### src/rtl/flseq_pkg.sv
package flseq_pkg;
  typedef struct packed {
    logic start;
    logic advance;
    logic stop;
  } seqCmd_t;

  typedef enum logic {
    ST_IDLE = 1'b0,
    ST_RUN  = 1'b1
  } seqState_t;
endpackage

### src/rtl/flseq_trig.sv
module flseq_trig #(
  parameter int SYNC_STAGES = 2
) (
  input  logic clk,
  input  logic rstN,
  input  logic cfgHwTrig,
  input  logic trigPin,
  input  logic swTrig,
  output logic trigEvt
);
  logic [SYNC_STAGES-1:0] syncQ;
  logic pinLast;
  logic trigFall;

  genvar g;
  generate
    for (g = 0; g < SYNC_STAGES; g++) begin : g_sync
      if (g == 0) begin : g_first
        always_ff @(posedge clk) begin
          if (!rstN) syncQ[g] <= 1'b1;
          else       syncQ[g] <= trigPin;
        end
      end else begin : g_next
        always_ff @(posedge clk) begin
          if (!rstN) syncQ[g] <= 1'b1;
          else       syncQ[g] <= syncQ[g-1];
        end
      end
    end
  endgenerate

  always_ff @(posedge clk) begin
    if (!rstN) pinLast <= 1'b1;
    else       pinLast <= syncQ[SYNC_STAGES-1];
  end

  assign trigFall = pinLast & ~syncQ[SYNC_STAGES-1];
  assign trigEvt  = cfgHwTrig ? trigFall : swTrig;

  // a falling edge gives exactly one event
  p_fall_once_r1: assert property (@(posedge clk) disable iff (!rstN)
    trigFall |=> !trigFall);
endmodule

### src/rtl/flseq_ctrl.sv
module flseq_ctrl
  import flseq_pkg::*;
(
  input  logic    clk,
  input  logic    rstN,
  input  logic    trigEvt,
  input  logic    cfgStepMode,
  input  logic    numZero,
  input  logic    dwellDone,
  input  logic    cycleEnd,
  input  logic    finalCycle,
  output seqCmd_t cmd,
  output logic    listRunning,
  output logic    listDone
);
  seqState_t state, stateNext;
  logic doneNext;
  logic wantAdv;
  logic finish;

  always_comb begin
    cmd       = '0;
    stateNext = state;
    doneNext  = listDone;
    wantAdv   = 1'b0;
    finish    = 1'b0;
    case (state)
      ST_IDLE: begin
        if (trigEvt && !numZero) begin
          cmd.start = 1'b1;
          stateNext = ST_RUN;
          doneNext  = 1'b0;
        end
      end
      default: begin
        if (cfgStepMode) begin
          wantAdv = trigEvt;
        end else if (trigEvt) begin
          cmd.stop  = 1'b1;
          stateNext = ST_IDLE;
        end else begin
          wantAdv = dwellDone;
        end
        if (wantAdv) begin
          if (cycleEnd && finalCycle) begin
            finish    = 1'b1;
            stateNext = ST_IDLE;
            doneNext  = 1'b1;
          end else begin
            cmd.advance = 1'b1;
          end
        end
      end
    endcase
  end

  always_ff @(posedge clk) begin
    if (!rstN) begin
      state    <= ST_IDLE;
      listDone <= 1'b0;
    end else begin
      state    <= stateNext;
      listDone <= doneNext;
    end
  end

  assign listRunning = (state == ST_RUN);

  // completion only follows the end of the final cycle
  p_done_after_last_r8: assert property (@(posedge clk) disable iff (!rstN)
    ($fell(listRunning) && listDone) |-> ($past(cycleEnd) && $past(finalCycle)));
endmodule

### src/rtl/flseq_dp.sv
module flseq_dp
  import flseq_pkg::*;
#(
  parameter int IDX_W   = 24,
  parameter int DWELL_W = 32,
  parameter int CYC_W   = 16
) (
  input  logic               clk,
  input  logic               rstN,
  input  logic [IDX_W-1:0]   cfgNumPoints,
  input  logic [DWELL_W-1:0] cfgDwell,
  input  logic [CYC_W-1:0]   cfgCycles,
  input  logic               cfgDirDown,
  input  logic               cfgBounce,
  input  seqCmd_t            cmd,
  input  logic               listRunning,
  output logic [IDX_W-1:0]   pointIdx,
  output logic               pointStrobe,
  output logic               dwellDone,
  output logic               cycleEnd,
  output logic               finalCycle
);
  logic [DWELL_W-1:0] dwellCnt, dwellLim;
  logic [CYC_W-1:0]   cycCnt;
  logic               returning;
  logic [IDX_W-1:0]   lastIdx, firstIdx, endIdx, fwdIdx, backIdx;
  logic               single;
  logic               atTurn;

  assign dwellLim  = (cfgDwell == '0) ? DWELL_W'(1) : cfgDwell;
  assign dwellDone = (dwellCnt >= dwellLim - DWELL_W'(1));

  assign lastIdx  = cfgNumPoints - IDX_W'(1);
  assign firstIdx = cfgDirDown ? lastIdx : '0;
  assign endIdx   = cfgDirDown ? '0 : lastIdx;
  assign fwdIdx   = cfgDirDown ? pointIdx - IDX_W'(1) : pointIdx + IDX_W'(1);
  assign backIdx  = cfgDirDown ? pointIdx + IDX_W'(1) : pointIdx - IDX_W'(1);
  assign single   = (cfgNumPoints == IDX_W'(1));

  assign cycleEnd = single
                  | (!cfgBounce && pointIdx == endIdx)
                  | (cfgBounce && returning && pointIdx == firstIdx);
  assign atTurn   = cfgBounce && !returning && pointIdx == endIdx;
  assign finalCycle = (cfgCycles != '0) && (cycCnt == cfgCycles - CYC_W'(1));

  always_ff @(posedge clk) begin
    if (!rstN) begin
      dwellCnt <= '0;
    end else if (cmd.start || cmd.advance) begin
      dwellCnt <= '0;
    end else if (!dwellDone) begin
      dwellCnt <= dwellCnt + DWELL_W'(1);
    end
  end

  always_ff @(posedge clk) begin
    if (!rstN) begin
      pointIdx    <= '0;
      cycCnt      <= '0;
      returning   <= 1'b0;
      pointStrobe <= 1'b0;
    end else begin
      pointStrobe <= cmd.start | cmd.advance;
      if (cmd.start) begin
        pointIdx  <= firstIdx;
        cycCnt    <= '0;
        returning <= 1'b0;
      end else if (cmd.advance) begin
        if (cycleEnd) begin
          cycCnt    <= cycCnt + CYC_W'(1);
          returning <= 1'b0;
          pointIdx  <= (single || !cfgBounce) ? firstIdx : fwdIdx;
        end else if (atTurn) begin
          returning <= 1'b1;
          pointIdx  <= backIdx;
        end else if (returning) begin
          pointIdx  <= backIdx;
        end else begin
          pointIdx  <= fwdIdx;
        end
      end
    end
  end

  // a running list stays inside the point range
  p_idx_in_range_r6: assert property (@(posedge clk) disable iff (!rstN)
    (listRunning && cfgNumPoints != '0) |-> (pointIdx < cfgNumPoints));

  // the index only moves together with the strobe
  p_idx_moves_with_strobe_r9: assert property (@(posedge clk) disable iff (!rstN)
    !$stable(pointIdx) |-> pointStrobe);
endmodule

### src/rtl/freq_list_seq.sv
module freq_list_seq
  import flseq_pkg::*;
#(
  parameter int IDX_W       = 24,
  parameter int DWELL_W     = 32,
  parameter int CYC_W       = 16,
  parameter int SYNC_STAGES = 2
) (
  input  logic               clk,
  input  logic               rstN,
  input  logic [IDX_W-1:0]   cfgNumPoints,
  input  logic [DWELL_W-1:0] cfgDwell,
  input  logic [CYC_W-1:0]   cfgCycles,
  input  logic               cfgDirDown,
  input  logic               cfgBounce,
  input  logic               cfgHwTrig,
  input  logic               cfgStepMode,
  input  logic               trigPin,
  input  logic               swTrig,
  output logic [IDX_W-1:0]   pointIdx,
  output logic               pointStrobe,
  output logic               listRunning,
  output logic               listDone
);
  seqCmd_t cmd;
  logic trigEvt, dwellDone, cycleEnd, finalCycle;

  flseq_trig #(.SYNC_STAGES(SYNC_STAGES)) u_trig (
    .clk(clk), .rstN(rstN), .cfgHwTrig(cfgHwTrig),
    .trigPin(trigPin), .swTrig(swTrig), .trigEvt(trigEvt)
  );

  flseq_ctrl u_ctrl (
    .clk(clk), .rstN(rstN), .trigEvt(trigEvt), .cfgStepMode(cfgStepMode),
    .numZero(cfgNumPoints == '0), .dwellDone(dwellDone),
    .cycleEnd(cycleEnd), .finalCycle(finalCycle), .cmd(cmd),
    .listRunning(listRunning), .listDone(listDone)
  );

  flseq_dp #(.IDX_W(IDX_W), .DWELL_W(DWELL_W), .CYC_W(CYC_W)) u_dp (
    .clk(clk), .rstN(rstN), .cfgNumPoints(cfgNumPoints), .cfgDwell(cfgDwell),
    .cfgCycles(cfgCycles), .cfgDirDown(cfgDirDown), .cfgBounce(cfgBounce),
    .cmd(cmd), .listRunning(listRunning), .pointIdx(pointIdx),
    .pointStrobe(pointStrobe), .dwellDone(dwellDone),
    .cycleEnd(cycleEnd), .finalCycle(finalCycle)
  );

  // starting presents the first point with a strobe
  p_start_strobe_r2: assert property (@(posedge clk) disable iff (!rstN)
    $rose(listRunning) |-> pointStrobe);

  // running and done never coexist
  p_run_done_excl_r4: assert property (@(posedge clk) disable iff (!rstN)
    !(listRunning && listDone));

  // in step mode a new point always follows a trigger
  p_step_needs_trig_r5: assert property (@(posedge clk) disable iff (!rstN)
    (pointStrobe && $past(cfgStepMode) && $past(listRunning)) |-> $past(trigEvt));

  // an empty list never starts
  p_empty_idle_r10: assert property (@(posedge clk) disable iff (!rstN)
    ($past(cfgNumPoints == '0) && !$past(listRunning)) |-> !listRunning);
endmodule

### config.mk
export PLATFORM = sky130hd
export DESIGN_NAME = freq_list_seq
export DESIGN_NICKNAME = d
export VERILOG_FILES = /design/src/rtl/flseq_pkg.sv /design/src/rtl/flseq_trig.sv /design/src/rtl/flseq_ctrl.sv /design/src/rtl/flseq_dp.sv /design/src/rtl/freq_list_seq.sv
export SDC_FILE = /design/constraint.sdc
export NUM_CORES = 1
export LEC_CHECK = 0
export BUFFER_PORTS_ARGS = -buffer_cell sky130_fd_sc_hd__buf_2
export CAP_MARGIN = 20
export CORE_ASPECT_RATIO = 0.7
export CORE_MARGIN = 3
export CORE_UTILIZATION = 55
export CTS_CLUSTER_DIAMETER = 100
export DETAILED_ROUTE_END_ITERATION = 10
export PLACE_DENSITY = 0.88
export SYNTH_ARGS = -nofsm -noshare
export SYNTH_HDL_FRONTEND = slang
export SYNTH_HIERARCHICAL = 1
export SYNTH_SLANG_ARGS = --single-unit
### constraint.sdc
create_clock -name clk -period 7.5 [get_ports clk]
set_clock_uncertainty 0.05 [all_clocks]
set_input_delay 1.5 -clock clk [delete_from_list [all_inputs] [get_ports clk]]
set_output_delay 1.5 -clock clk [all_outputs]
set_load 0.02 [all_outputs]
-- Word-level counts from Yosys, hierarchy flattened
Index checks and enable logic that the tools add are counted.
- add/subtract/negate cells: 7
- magnitude comparators: 1
- equal/unequal tests: 6
- multiplexer cells: 33
- bitwise logic cells: 6
- reductions and logical operators: 24
- operators by type and width (cell ; count):
    $mux 24 ; 10
    $eq 24x24->1 ; 2
    $sub 24x1->24 const B ; 2
    $add 32x1->32 const B ; 1
    $ge 32x32->1 ; 1
    $logic_not 32->1 ; 1
    $mux 32 ; 1
    $sub 32x1->32 const B ; 1
    $add 24x1->24 const B ; 1
    $eq 24x1->1 const B ; 1
    $logic_not 24->1 ; 1
    $mux 1 ; 21
    $add 16x1->16 const B ; 1
    $eq 16x16->1 ; 1
    $reduce_bool 16->1 ; 1
    $sub 16x1->16 const B ; 1
    $logic_and 1x1->1 ; 8
    $reduce_bool 2->1 ; 3
    $ne 2x2->1 const B ; 2
    $reduce_and 2->1 ; 2
    $reduce_or 2->1 ; 2
    $logic_not 1->1 ; 3
    $or 1x1->1 ; 3
    $reduce_and 3->1 ; 1
    4 further kinds ; 6
- bits in registers: 79
- input port bits: 80
- output and inout bits: 27
- word-level logic and storage cells: 87

-- Longest topological paths before layout
- depth in word-level cells: 12
- gate-level depth with buffers: 34
- gate-level depth less buffers: 34

-- By module
Netlist, hierarchy kept.
- modules (own cells, without submodules) (module ; times used ; cells each ; area each (um^2) ; sequential area each (um^2)):
    flseq_dp ; 1 ; 1182 ; 8921.1 ; 1481.4
    flseq_ctrl ; 1 ; 16 ; 131.4 ; 40.0
    flseq_trig ; 1 ; 9 ; 98.8 ; 60.1
    freq_list_seq ; 1 ; 9 ; 57.6 ; 0.0

-- Worst setup path after synthesis
OpenSTA, ideal clock, no wires.
- path type: input -> register
- start: in cfgDwell[5]
- end: reg u_dp.pointIdx[13]
- library setup time: 0.116 ns
- data arrival time: 6.994 ns
- data required time: 7.334 ns
- setup slack: 0.341 ns
- cell stages on the path: 31
- buffers on the path: 0
- path through: or3_1 > or4_1 > nor2_1 > nand3_1 > nor4_1 > a21oi_1 > ha_1 > nor3b_1 > nand2_1 > or3_1 > or4_1 > nor2_1 > xnor2_1 > ha_1 > a21o_1 > a21o_1 > a21o_1 > a21o_1 > a21o_1 > a21o_1 > a21o_1 > a221oi_1 > o21ai_1 > nor4bb_1 > a31oi_1 > a21oi_1 > nand2_1 > nor2_4 > a222oi_1 > o31ai_1 > a31o_1
- RTL lines (item ; line ; RTL):
    start, declared ; freq_list_seq.sv:12 ; input logic [DWELL_W-1:0] cfgDwell,
    end signal, assigned ; flseq_dp.sv:65 ; pointIdx <= firstIdx;
    end signal, assigned ; flseq_dp.sv:72 ; pointIdx <= (single || !cfgBounce) ? firstIdx : fwdIdx;
    end signal, assigned ; flseq_dp.sv:75 ; pointIdx <= backIdx;
    end, declared ; flseq_dp.sv:17 ; output logic [IDX_W-1:0] pointIdx,

==> metrics.md <==
| Metric | Value |
|---|---|
| Multi-input combinational cell area | `7220 um2` |
| Dpl cell area | `9860 um2` |
| Starting Density | `57.8%` |
| CP max stage cell | `or4_1` |
| H-tree Lvls | `3` |
| GRT Total Usage | `30.4%` |
| First-pass GRT wire length | `46.0 mm` |
| Critical path endpoint category | `flop` |
| Cell area after layout | `10,200 um2` |
| Hold WS | `0.365 ns` |
| Endpoints failing hold | `0` |
| Total CTS buffers | `9` |
| Post-DRT Antenna Nets | `0` |
| Port Buf Inserts | `106` |
| Worst path arrival time | `7.41 ns` |
| Synth-to-Final Area Change | `11.3%` |
| Root buffer cell | `clkbuf_16` |
| CTS tree | `done` |
| Kind of critical path | `input port to flop` |
| Core area | `15,900 um2` |
| Layout filler cell count | `1,368` |
| Fin worst setup slack | `0.278 ns` |
| Syn avg cell area | `7.58 um2` |
| Minimum clock period after layout | `7.22 ns` |
| CP max stage delay | `0.43 ns` |
| Max Slew Vio Count | `0` |
| Required time worst endpoint | `7.68 ns` |
| DIE WIDTH | `161 um` |
| Internal cell power | `0.878 mW` |
| DRC Markers | `0` |
| Cell mode on critical path | `a21o_1` |
| Max_slew headroom | `19.5%` |
| Period utilization | `96.3%` |
| Worst-path clk slew | `0.06 ns` |
| Peak VDD IR | `0.000125 V` |
| Cells after synthesis | `1,214` |
| Dpl ws | `-0.462 ns` |
| Antenna violations before repair | `0` |
| Total grt overflow | `0` |
| Status | `complete, no violations` |
| Syn_nets | `1,334` |
| Total wire length | `28.8 mm` |
| # IOs | `107` |
| Detailed router's first-iteration violation count | `1,191` |
| Placed wire-length estimate | `21.9 mm` |
| Crit path buf inv count | `1` |
| Critical path's top delay family | `compound AO/OA/AOI/OAI gates` |
| Power per cell area | `135 nW/um2` |
| Drt pass-1 iters | `6` |
| FP Rows | `38` |
| Net Sw Frac | `36.3%` |
| Setup-failing EPs final | `0` |
| ANT cells | `0` |
| Layout cells sized above 1 | `16.5%` |
| Vias per cell | `6.55` |
| Post-DR wirelength/cell | `19.1 um` |
| Die height | `114 um` |
| Net switching power | `0.500 mW` |
| Number of global-route vias before repair | `9,016` |
| Combinational fraction of design power | `33.6%` |
| Max Buffers Root-to-Sink | `2` |
| Cells after DPL | `1,490` |
| Maximum fanout along the worst path | `8` |
| Maxcap violations | `0` |
| Final TNS setup | `0 ns` |
| Worst min path class | `flop to flop` |
| Storage element area | `1580 um2` |
| # nets final | `1,403` |
| Full die area | `18,300 um2` |
| Synthesis Warnings | `6` |
| Pin count of the biggest net entering global routing | `65` |
| CP startpoint kind | `input port` |
| Share of power burned in registers | `34.3%` |
| CTS sink count | `79` |
| GPL Wtd Cong | `1.04` |
| Clk pwr share | `32.1%` |
| Slew @ Worst Pin | `1.18 ns` |
| P_leak | `3.87 nW` |
| FMAX | `0.138 GHz` |
| Via count | `9,884` |
| Worst-skew pair later-pin latency | `0.34 ns` |
| Synth Cell Area | `9200 um2` |
| Fin cells | `1,508` |
[power by group through the flow]
stage	clock, mW	sequential [mW]	combinational [mW]
final	0.443	0.473	0.462
after global routing	0.465	0.475	0.498
after CTS	0.446	0.471	0.446
after detailed placement	0	0.480	0.444
after global placement	0	0.479	0.432
after floorplan	0	0.462	0.321
[worst register-to-register path: stages, from the launching register on]
cell and delay (ns):
dfxtp_1 0.46, or4b_1 0.60, o31ai_1 0.08, o311ai_0 0.16, a221oi_1 0.25, nand4_1 0.22, nor4_1 0.47, a31oi_1 0.20
xnor2_2 0.74, buf_4 0.41, mux2i_1 0.28, xnor2_1 0.14, mux2i_1 0.09, o21ai_1 0.15
[placed cells by master (no fill, tap or decap), types with 33 or more instances in the layout]
cell type and instances:
o21ai_0 49, nand4_1 33, a21oi_1 47, nand3_1 49, xor2_1 51, dfxtp_1 79
nand2_1 74, nor2_1 121, xnor2_1 92, ha_1 40, buf_2 106, nor3_1 49
[path summary, 6_finish.rpt]
| check | startpoint | endpoint | slack, ns | depth (start not counted) |
|---|---|---|---|---|
| setup / recovery | cfgDwell[5] | u_dp/pointIdx[4] | 0.28 | 32 |
| hold / removal | u_trig/syncQ[0] | u_trig/syncQ[1] | 0.37 | 1 |
| setup reg to reg | u_dp/pointIdx[0] | u_dp/pointIdx[5] | 3.15 | 13 |
| hold reg to reg | u_trig/syncQ[0] | u_trig/syncQ[1] | 0.37 | 1 |
[cell type report]
type,count,share of cell area (%)
Clock buffer,9,2.20
Clock inverter,7,0.708
Inverter,27,0.989
Multi-Input combinational cell,1029,70.5
Sequential cell,79,15.4
Tap cell,220,2.69
Timing Repair Buffer,137,7.45
[metrics by stage]
stage	power [mW]	util [%]
after CTS	1.36	63.9
after global placement	0.911	61.9
after global routing	1.44	64.3
final	1.38	64.3
after detailed placement	0.924	61.9
after floorplan	0.783	-
[what timing repair did]
item                                    4_1_cts  5_1_grt
resized for setup                             2       13
buffers inserted                              0        2
gates cloned                                  0        0
pin swaps                                     0        6
hold buffers                                  0        0
endpoints found under the setup margin       14       74
[sequential cells by signal (all words and copies together), names as in the netlist]
name / count
u_dp/returning: 1
u_ctrl/listDone: 1
u_ctrl/listRunning: 1
u_trig/pinLast: 1
u_trig/syncQ: 2
u_dp/dwellCnt: 32
u_dp/pointIdx: 24
u_dp/pointStrobe: 1
u_dp/cycCnt: 16
[metal layers]
| metal | GRT usage [%] | routed length, um | up-vias |
|---|---|---|---|
| met5 | 0 | 0 | - |
| met4 | 9.13 | 611 | 0 |
| met3 | 6.91 | 3440 | 70 |
| met2 | 44.9 | 12000 | 632 |
| met1 | 44.0 | 12800 | 4516 |
| li1 | - | - | 4666 |
Power figures use the tool's default switching activity.
